$ cat src/rtl/trap_arb_pkg.sv
package trap_arb_pkg;

  // Type codes whose meaning the arbiter itself depends on
  localparam int TYPE_RESET   = 0;
  localparam int INT_BASE     = 16;   // level N arrives as INT_BASE + N
  localparam int INT_MASK_TOP = 14;   // highest level screened by ET/PIL
  localparam int TYPE_SWTRAP  = 128;

  // Strobes from control to datapath
  typedef struct packed {
    logic take;       // empty the queue this cycle
    logic captureOut; // latch queued type as the taken type
  } arbCtrl_t;

endpackage

$ cat src/rtl/trap_prio_table.sv
module trap_prio_table #(
  parameter int TYPE_W = 8,
  parameter int PRIO_W = 8
) (
  input  logic              clk,
  input  logic              rstN,
  input  logic              wrEn,
  input  logic [TYPE_W-1:0] wrAddr,
  input  logic [PRIO_W-1:0] wrData,
  input  logic [TYPE_W-1:0] rdAddr,
  output logic [PRIO_W-1:0] rdPrio
);
  localparam int DEPTH = 1 << TYPE_W;

  logic [PRIO_W-1:0] mem [DEPTH];

  // Loaded only while the block is held in reset
  always_ff @(posedge clk) begin
    if (!rstN && wrEn) mem[wrAddr] <= wrData;
  end

  assign rdPrio = mem[rdAddr];
endmodule

$ cat src/rtl/trap_arb_dp.sv
module trap_arb_dp
  import trap_arb_pkg::*;
#(
  parameter int TYPE_W = 8,
  parameter int PRIO_W = 8,
  parameter int LVL_W  = 4
) (
  input  logic              clk,
  input  logic              rstN,
  input  arbCtrl_t          ctrl,
  input  logic              reqValid,
  input  logic [TYPE_W-1:0] reqType,
  input  logic [TYPE_W-1:0] reqOverride,
  input  logic [TYPE_W-2:0] swOpA,
  input  logic [TYPE_W-2:0] swOpB,
  input  logic              etIn,
  input  logic [LVL_W-1:0]  pilIn,
  output logic [TYPE_W-1:0] lookupType,
  input  logic [PRIO_W-1:0] lookupPrio,
  output logic              pendValid,
  output logic [TYPE_W-1:0] pendType,
  output logic [TYPE_W-1:0] takenType
);
  localparam logic [TYPE_W-1:0] T_RESET = TYPE_W'(TYPE_RESET);
  localparam logic [TYPE_W-1:0] T_SW    = TYPE_W'(TYPE_SWTRAP);
  localparam logic [TYPE_W-1:0] T_ILO   = TYPE_W'(INT_BASE + 1);
  localparam logic [TYPE_W-1:0] T_IHI   = TYPE_W'(INT_BASE + INT_MASK_TOP);
  localparam logic [TYPE_W-1:0] T_IBASE = TYPE_W'(INT_BASE);

  logic [PRIO_W-1:0] pendPrio;
  logic [TYPE_W-2:0] swSum;
  logic [TYPE_W-1:0] effType;
  logic [TYPE_W-1:0] level;
  logic              maskable, masked, candOk, win;
  logic [PRIO_W-1:0] basePrio;

  // Effective type byte of the incoming request
  always_comb begin
    swSum = swOpA + swOpB;
    if (reqType == T_RESET)      effType = reqOverride;
    else if (reqType == T_SW)    effType = {1'b1, swSum};
    else                         effType = reqType;
    // reset class always ranks by entry 0
    lookupType = (reqType == T_RESET) ? T_RESET : effType;
  end

  // Interrupt screening and priority comparison
  always_comb begin
    level    = reqType - T_IBASE;
    maskable = (reqType >= T_ILO) && (reqType <= T_IHI);
    masked   = maskable && (!etIn || (level <= TYPE_W'(pilIn)));
    candOk   = reqValid && !masked && (lookupPrio != '0);
    basePrio = ctrl.take ? '0 : pendPrio;
    win      = candOk && ((basePrio == '0) || (lookupPrio < basePrio));
  end

  always_ff @(posedge clk or negedge rstN) begin
    if (!rstN) begin
      pendPrio  <= '0;
      pendType  <= '0;
      takenType <= '0;
    end else begin
      if (ctrl.captureOut) takenType <= pendType;
      if (win) begin
        pendPrio <= lookupPrio;
        pendType <= effType;
      end else if (ctrl.take) begin
        pendPrio <= '0;
        pendType <= '0;
      end
    end
  end

  assign pendValid = (pendPrio != '0);
endmodule

$ cat src/rtl/trap_arb_ctrl.sv
module trap_arb_ctrl
  import trap_arb_pkg::*;
#(
  parameter int TAKE_CYCLES = 4
) (
  input  logic     clk,
  input  logic     rstN,
  input  logic     takeReq,
  input  logic     pendValid,
  input  logic     etIn,
  input  logic     sIn,
  output arbCtrl_t ctrl,
  output logic     takenValid,
  output logic     etOut,
  output logic     psOut,
  output logic     stallIssue
);
  localparam int CNT_W = $clog2(TAKE_CYCLES + 1);

  logic [CNT_W-1:0] stallCnt;
  logic             takeNow;

  always_comb begin
    takeNow         = takeReq && pendValid && (stallCnt == '0);
    ctrl.take       = takeNow;
    ctrl.captureOut = takeNow;
  end

  always_ff @(posedge clk or negedge rstN) begin
    if (!rstN) begin
      stallCnt   <= '0;
      takenValid <= 1'b0;
      etOut      <= 1'b0;
      psOut      <= 1'b0;
    end else begin
      takenValid <= takeNow;
      if (takeNow) begin
        stallCnt <= CNT_W'(TAKE_CYCLES);
        etOut    <= 1'b0;
        psOut    <= sIn;
      end else begin
        if (stallCnt != '0) stallCnt <= stallCnt - 1'b1;
        etOut <= etIn;
      end
    end
  end

  assign stallIssue = (stallCnt != '0);
endmodule

$ cat src/rtl/trap_arbiter.sv
module trap_arbiter
  import trap_arb_pkg::*;
#(
  parameter int TYPE_W      = 8,
  parameter int PRIO_W      = 8,
  parameter int LVL_W       = 4,
  parameter int TAKE_CYCLES = 4
) (
  input  logic              clk,
  input  logic              rstN,
  input  logic              tblWrEn,
  input  logic [TYPE_W-1:0] tblWrAddr,
  input  logic [PRIO_W-1:0] tblWrData,
  input  logic              reqValid,
  input  logic [TYPE_W-1:0] reqType,
  input  logic [TYPE_W-1:0] reqOverride,
  input  logic [TYPE_W-2:0] swOpA,
  input  logic [TYPE_W-2:0] swOpB,
  input  logic              etIn,
  input  logic [LVL_W-1:0]  pilIn,
  input  logic              sIn,
  input  logic              takeReq,
  output logic              pending,
  output logic [TYPE_W-1:0] pendType,
  output logic              takenValid,
  output logic [TYPE_W-1:0] takenType,
  output logic              etOut,
  output logic              psOut,
  output logic              stallIssue
);
  arbCtrl_t          ctrl;
  logic [TYPE_W-1:0] lookupType;
  logic [PRIO_W-1:0] lookupPrio;

  trap_prio_table #(.TYPE_W(TYPE_W), .PRIO_W(PRIO_W)) u_table (
    .clk(clk), .rstN(rstN), .wrEn(tblWrEn), .wrAddr(tblWrAddr),
    .wrData(tblWrData), .rdAddr(lookupType), .rdPrio(lookupPrio)
  );

  trap_arb_dp #(.TYPE_W(TYPE_W), .PRIO_W(PRIO_W), .LVL_W(LVL_W)) u_dp (
    .clk(clk), .rstN(rstN), .ctrl(ctrl), .reqValid(reqValid),
    .reqType(reqType), .reqOverride(reqOverride), .swOpA(swOpA),
    .swOpB(swOpB), .etIn(etIn), .pilIn(pilIn), .lookupType(lookupType),
    .lookupPrio(lookupPrio), .pendValid(pending), .pendType(pendType),
    .takenType(takenType)
  );

  trap_arb_ctrl #(.TAKE_CYCLES(TAKE_CYCLES)) u_ctrl (
    .clk(clk), .rstN(rstN), .takeReq(takeReq), .pendValid(pending),
    .etIn(etIn), .sIn(sIn), .ctrl(ctrl), .takenValid(takenValid),
    .etOut(etOut), .psOut(psOut), .stallIssue(stallIssue)
  );
endmodule

$ cat config.mk
export PLATFORM = sky130hd
export DESIGN_NAME = trap_arbiter
export DESIGN_NICKNAME = d
export VERILOG_FILES = /design/src/rtl/trap_arb_pkg.sv /design/src/rtl/trap_prio_table.sv /design/src/rtl/trap_arb_dp.sv /design/src/rtl/trap_arb_ctrl.sv /design/src/rtl/trap_arbiter.sv
export SDC_FILE = /design/constraint.sdc
export NUM_CORES = 2
export LEC_CHECK = 0
export BUFFER_PORTS_ARGS = -buffer_cell sky130_fd_sc_hd__buf_2
export CAP_MARGIN = 5
export CORE_ASPECT_RATIO = 0.6
export CORE_MARGIN = 2
export CORE_UTILIZATION = 60
export DETAILED_ROUTE_END_ITERATION = 16
export PLACE_DENSITY = 0.76
export SLEW_MARGIN = 20
export SYNTH_ARGS = -nofsm -noshare
export SYNTH_HDL_FRONTEND = slang
export SYNTH_HIERARCHICAL = 1
export SYNTH_SLANG_ARGS = --single-unit
$ cat constraint.sdc
create_clock -name clk -period 3.85 [get_ports clk]
set_input_delay 0.9625 -clock clk [delete_from_list [all_inputs] [get_ports clk]]
set_output_delay 0.9625 -clock clk [all_outputs]
set_load 0.01 [all_outputs]
==> results.md <==
* DR pass1 iterations at 8
* FF-to-FF Start: u_table/mem[171][7]$_DFFE_PP_
* Nets at ~5000
* Yosys top cell area share at 75.1%
* Worst-Skew Late Latency at 790 ps
* Final Max Tran Viols at 0
* Critical Path AT at 5850 ps
* Chip height at approximately 290 µm
* R2r setup slk at -50 ps
* CP max stage delay at about 660 ps
* Dpl hpwl at between 100000 and 150000 µm
* Mapped Cells at ~4000
* GRT overflow at 0
* FFs w/ async S/R, synth at approximately 1.4%
* Pwr/cell area at 477 nW/µm²
* Pin slew with the least headroom to its limit at 928 ps
* Seq/Total Area, Yosys at 76.0%
* Yosys cell types at just under 90
* Critical-path top delay cell: a211oi_4
* DR WL/cell at roughly 36 µm
* Worst setup EP type: register
* Number of fill cells at between 7000 and 8000
* Routability cong. at a little under 1
* Req. time, crit path at about 4500 ps
* LEAKAGE at 33.1 nW
* Worst-case clock skew at between 20 and 25 ps
* Critical R2R Capture: u_dp/pendPrio[2]$_DFF_PN0_
* Mean Syn Cell Area at 20.7 µm²
* Final Cycle Share at 134%
* EDFF count, synth at roughly 2000
* Ys flop type: edfxtp_1
* Peak supply drop at 0.451 mV
* Startpoint type of the worst setup path: input port
* Largest net degree at the start of global routing at 101
* CP Class: input port to register
* DRC violations left at 0
* Core Footprint at roughly 130000 µm²
* Dpl cells at between 6000 and 7000
* Num Clock Sinks at around 2100
* Worst path cell trace: buf_6, ha_4, fa_2, a31o_4, buf_12, buf_12, clkbuf_16, nand2b_1, buf_4, buf_6, o221ai_4, nand2_2, a211oi_4, nor4_4, nor4_2, ha_2, a21oi_2, o21a_2, o221ai_4, buf_12, buf_6, mux2i_2
* Vias in the first global route at between 40000 and 50000
* Final wirelength at 245000 µm
* Failing checks: negative setup slack
* Count leader, synth: edfxtp_1
* Antenna Violating Nets Remaining at 0
* Top cells by count, synth: 2048 x edfxtp_1, 390 x mux4_2, 294 x nor2_1, 167 x mux2i_1, 135 x a22oi_1
* Hold crit path type: input port to asynchronous set/reset pin
* Total GRT Usage at around 34%
* Max-Cap Viols at 0
* Period minus WS final at between 5000 and 6000 ps
* CTS Buffer Depth at 3
* Worst-path clk slew at around 70 ps
* Final non-filler cell total at 6844
* H-tree level count at 4
* Yosys warnings at 6
* Endpoints failing hold at 0
* Mapped Area at around 82000 µm²
* Die area at about 140000 µm²
* F_max at about 190 MHz
* Syn_nets at between 4000 and 5000
* DR iter-0 viols at 9151
* PortBufs at 77
* Initial Utilization at between 60% and 70%
* Chip Width at 481 µm
* Worst relative slew slack at between 30% and 40%
* Area grow syn2layout at 20.8%
* Share of cells above drive strength 1 at a little under two fifths
* Largest area contributor in the synthesized netlist: edfxtp_1
* Synth top area cells: edfxtp_1 75%, mux4_2 11%, mux2i_1 2.0%
* CTS tree: yes
* Via count at between 40000 and 50000
* Min Hold Slack at 261 ps
* Reg2Reg Depth at 13
* Design Power at around 0.047 W
* Largest fanout on the critical path at 7
* CTS Root Cell: clkbuf_16
* TritonCTS Buffers at 174
* Row cnt at roughly 100
* Final setup violation count at 16
* #FFs+latches synth at roughly 2100
* Vias/cell at 6.98
* RSZ-0062 raised after global routing: yes
* Initial antenna violation count at 11
* Io pins at a little under 80
* Place WS at -2630 ps
* Global-route wire length before repair at around 340000 µm
* Status: complete, but fails checks
* Worst setup margin at -1310 ps
* # hold bufs at CTS at 0
## worst max-delay path, delay by kind of cell
family	cells	cell delay (ps)
adder cells (fa/ha/maj)	3	830
AO/OA/AOI/OAI	6	1730
AND/OR/NAND/NOR	4	820
buffers and inverters	8	1190
multiplexers	1	280
## through the flow
step	utilization, %	TNS, ps	area (µm²)
after floorplan	-	-19350	82200
after global placement	66.4	-47250	89500
after detailed placement	66.4	-41170	89500
after CTS	72.4	-16290	97500
after global routing	73.4	-19750	98900
final	73.4	-19610	98900
## final cells by class
class,count,area (µm²),area share (%)
clock inverter,93,759,0.768
inverter,20,75.1,0.0759
sequential,2078,62200,62.9
antenna,3,7.51,0.00759
tap,1802,2250,2.28
clock buffer,224,4750,4.81
timing repair buffer,1000,9230,9.33
multi-input combinational,1624,19600,19.8
## metal layers
metal	share of wire, %	vias up	track usage (%)
met5	0.015	-	0
met4	4.1	6	10.3
met3	18	673	13.5
met2	43	4430	47.7
met1	35	24300	50.9
li1	-	18400	-
## flip-flops by register name, summed over array words and instances, names as in the netlist
signal,cells
u_table/mem,2048
u_dp/pendPrio,8
u_dp/pendType,8
u_dp/takenType,8
u_ctrl/stallCnt,3
u_ctrl/etOut,1
u_ctrl/psOut,1
u_ctrl/takenValid,1
## placed cells by master, fill, tap and decap left out, drive strengths merged, types with 21 or more instances in the layout
| master | Yosys | layout |
|---|---|---|
| clkinv | 0 | 71 |
| nand2 | 56 | 56 |
| buf | 130 | 986 |
| nor3 | 21 | 21 |
| inv | 20 | 23 |
| nor4 | 26 | 26 |
| o221ai | 43 | 43 |
| nor2 | 294 | 294 |
| nand2b | 23 | 23 |
| mux2i | 167 | 167 |
| nor2b | 29 | 29 |
| nand3 | 34 | 34 |
| a21oi | 98 | 98 |
| mux4 | 442 | 442 |
| a22oi | 135 | 135 |
| edfxtp | 2048 | 2048 |
| dfrtp | 30 | 30 |
| o22ai | 42 | 42 |
| a211oi | 21 | 21 |
| clkbuf | 108 | 236 |
## where the power goes
| part | internal, W | total [W] | leakage [nW] | switching (W) |
|---|---|---|---|---|
| Clock | 0.00952 | 0.0176 | 2.69 | 0.00810 |
| Sequential | 0.0250 | 0.0251 | 18.8 | 0.000139 |
| Combinational | 0.00189 | 0.00442 | 11.6 | 0.00252 |
| Total | 0.0364 | 0.0472 | 33.1 | 0.0108 |
## worst max path at each step
stage	start	end	cells after the start
finish	swOpB[0]	u_dp/pendPrio[2]$_DFF_PN0_	22
global route	reqType[0]	u_dp/pendPrio[2]$_DFF_PN0_	24
CTS	reqType[0]	u_dp/pendPrio[0]$_DFF_PN0_	22
detailed placement	swOpA[0]	u_dp/pendType[2]$_DFFE_PN0P_	22
global placement	swOpA[0]	u_dp/pendType[7]$_DFFE_PN0P_	22
floorplan	reqType[3]	u_dp/pendPrio[0]$_DFF_PN0_	20
## logic make-up after synthesis
| kind of cell | after synthesis | share of synthesized area, % |
|---|---|---|
| DFF | 2078 | 76.0 |
| muxes | 622 | 14.6 |
| and+or+nand+nor | 533 | 3.01 |
| AOI/OAI and AO/OA | 446 | 3.90 |
| buffers and inverters | 262 | 2.12 |
| adders and majority gates | 20 | 0.315 |
| xor gates and xnor gates | 3 | 0.0321 |
## repair_timing
action / CTS / global route
endpoints found under the setup margin: 16 / 16
resized for setup: 264 / 182
cloned: 11 / 4
pin swaps: 87 / 92
buffers inserted: 97 / 65
Note: power is estimated with default switching activity, not from simulation.
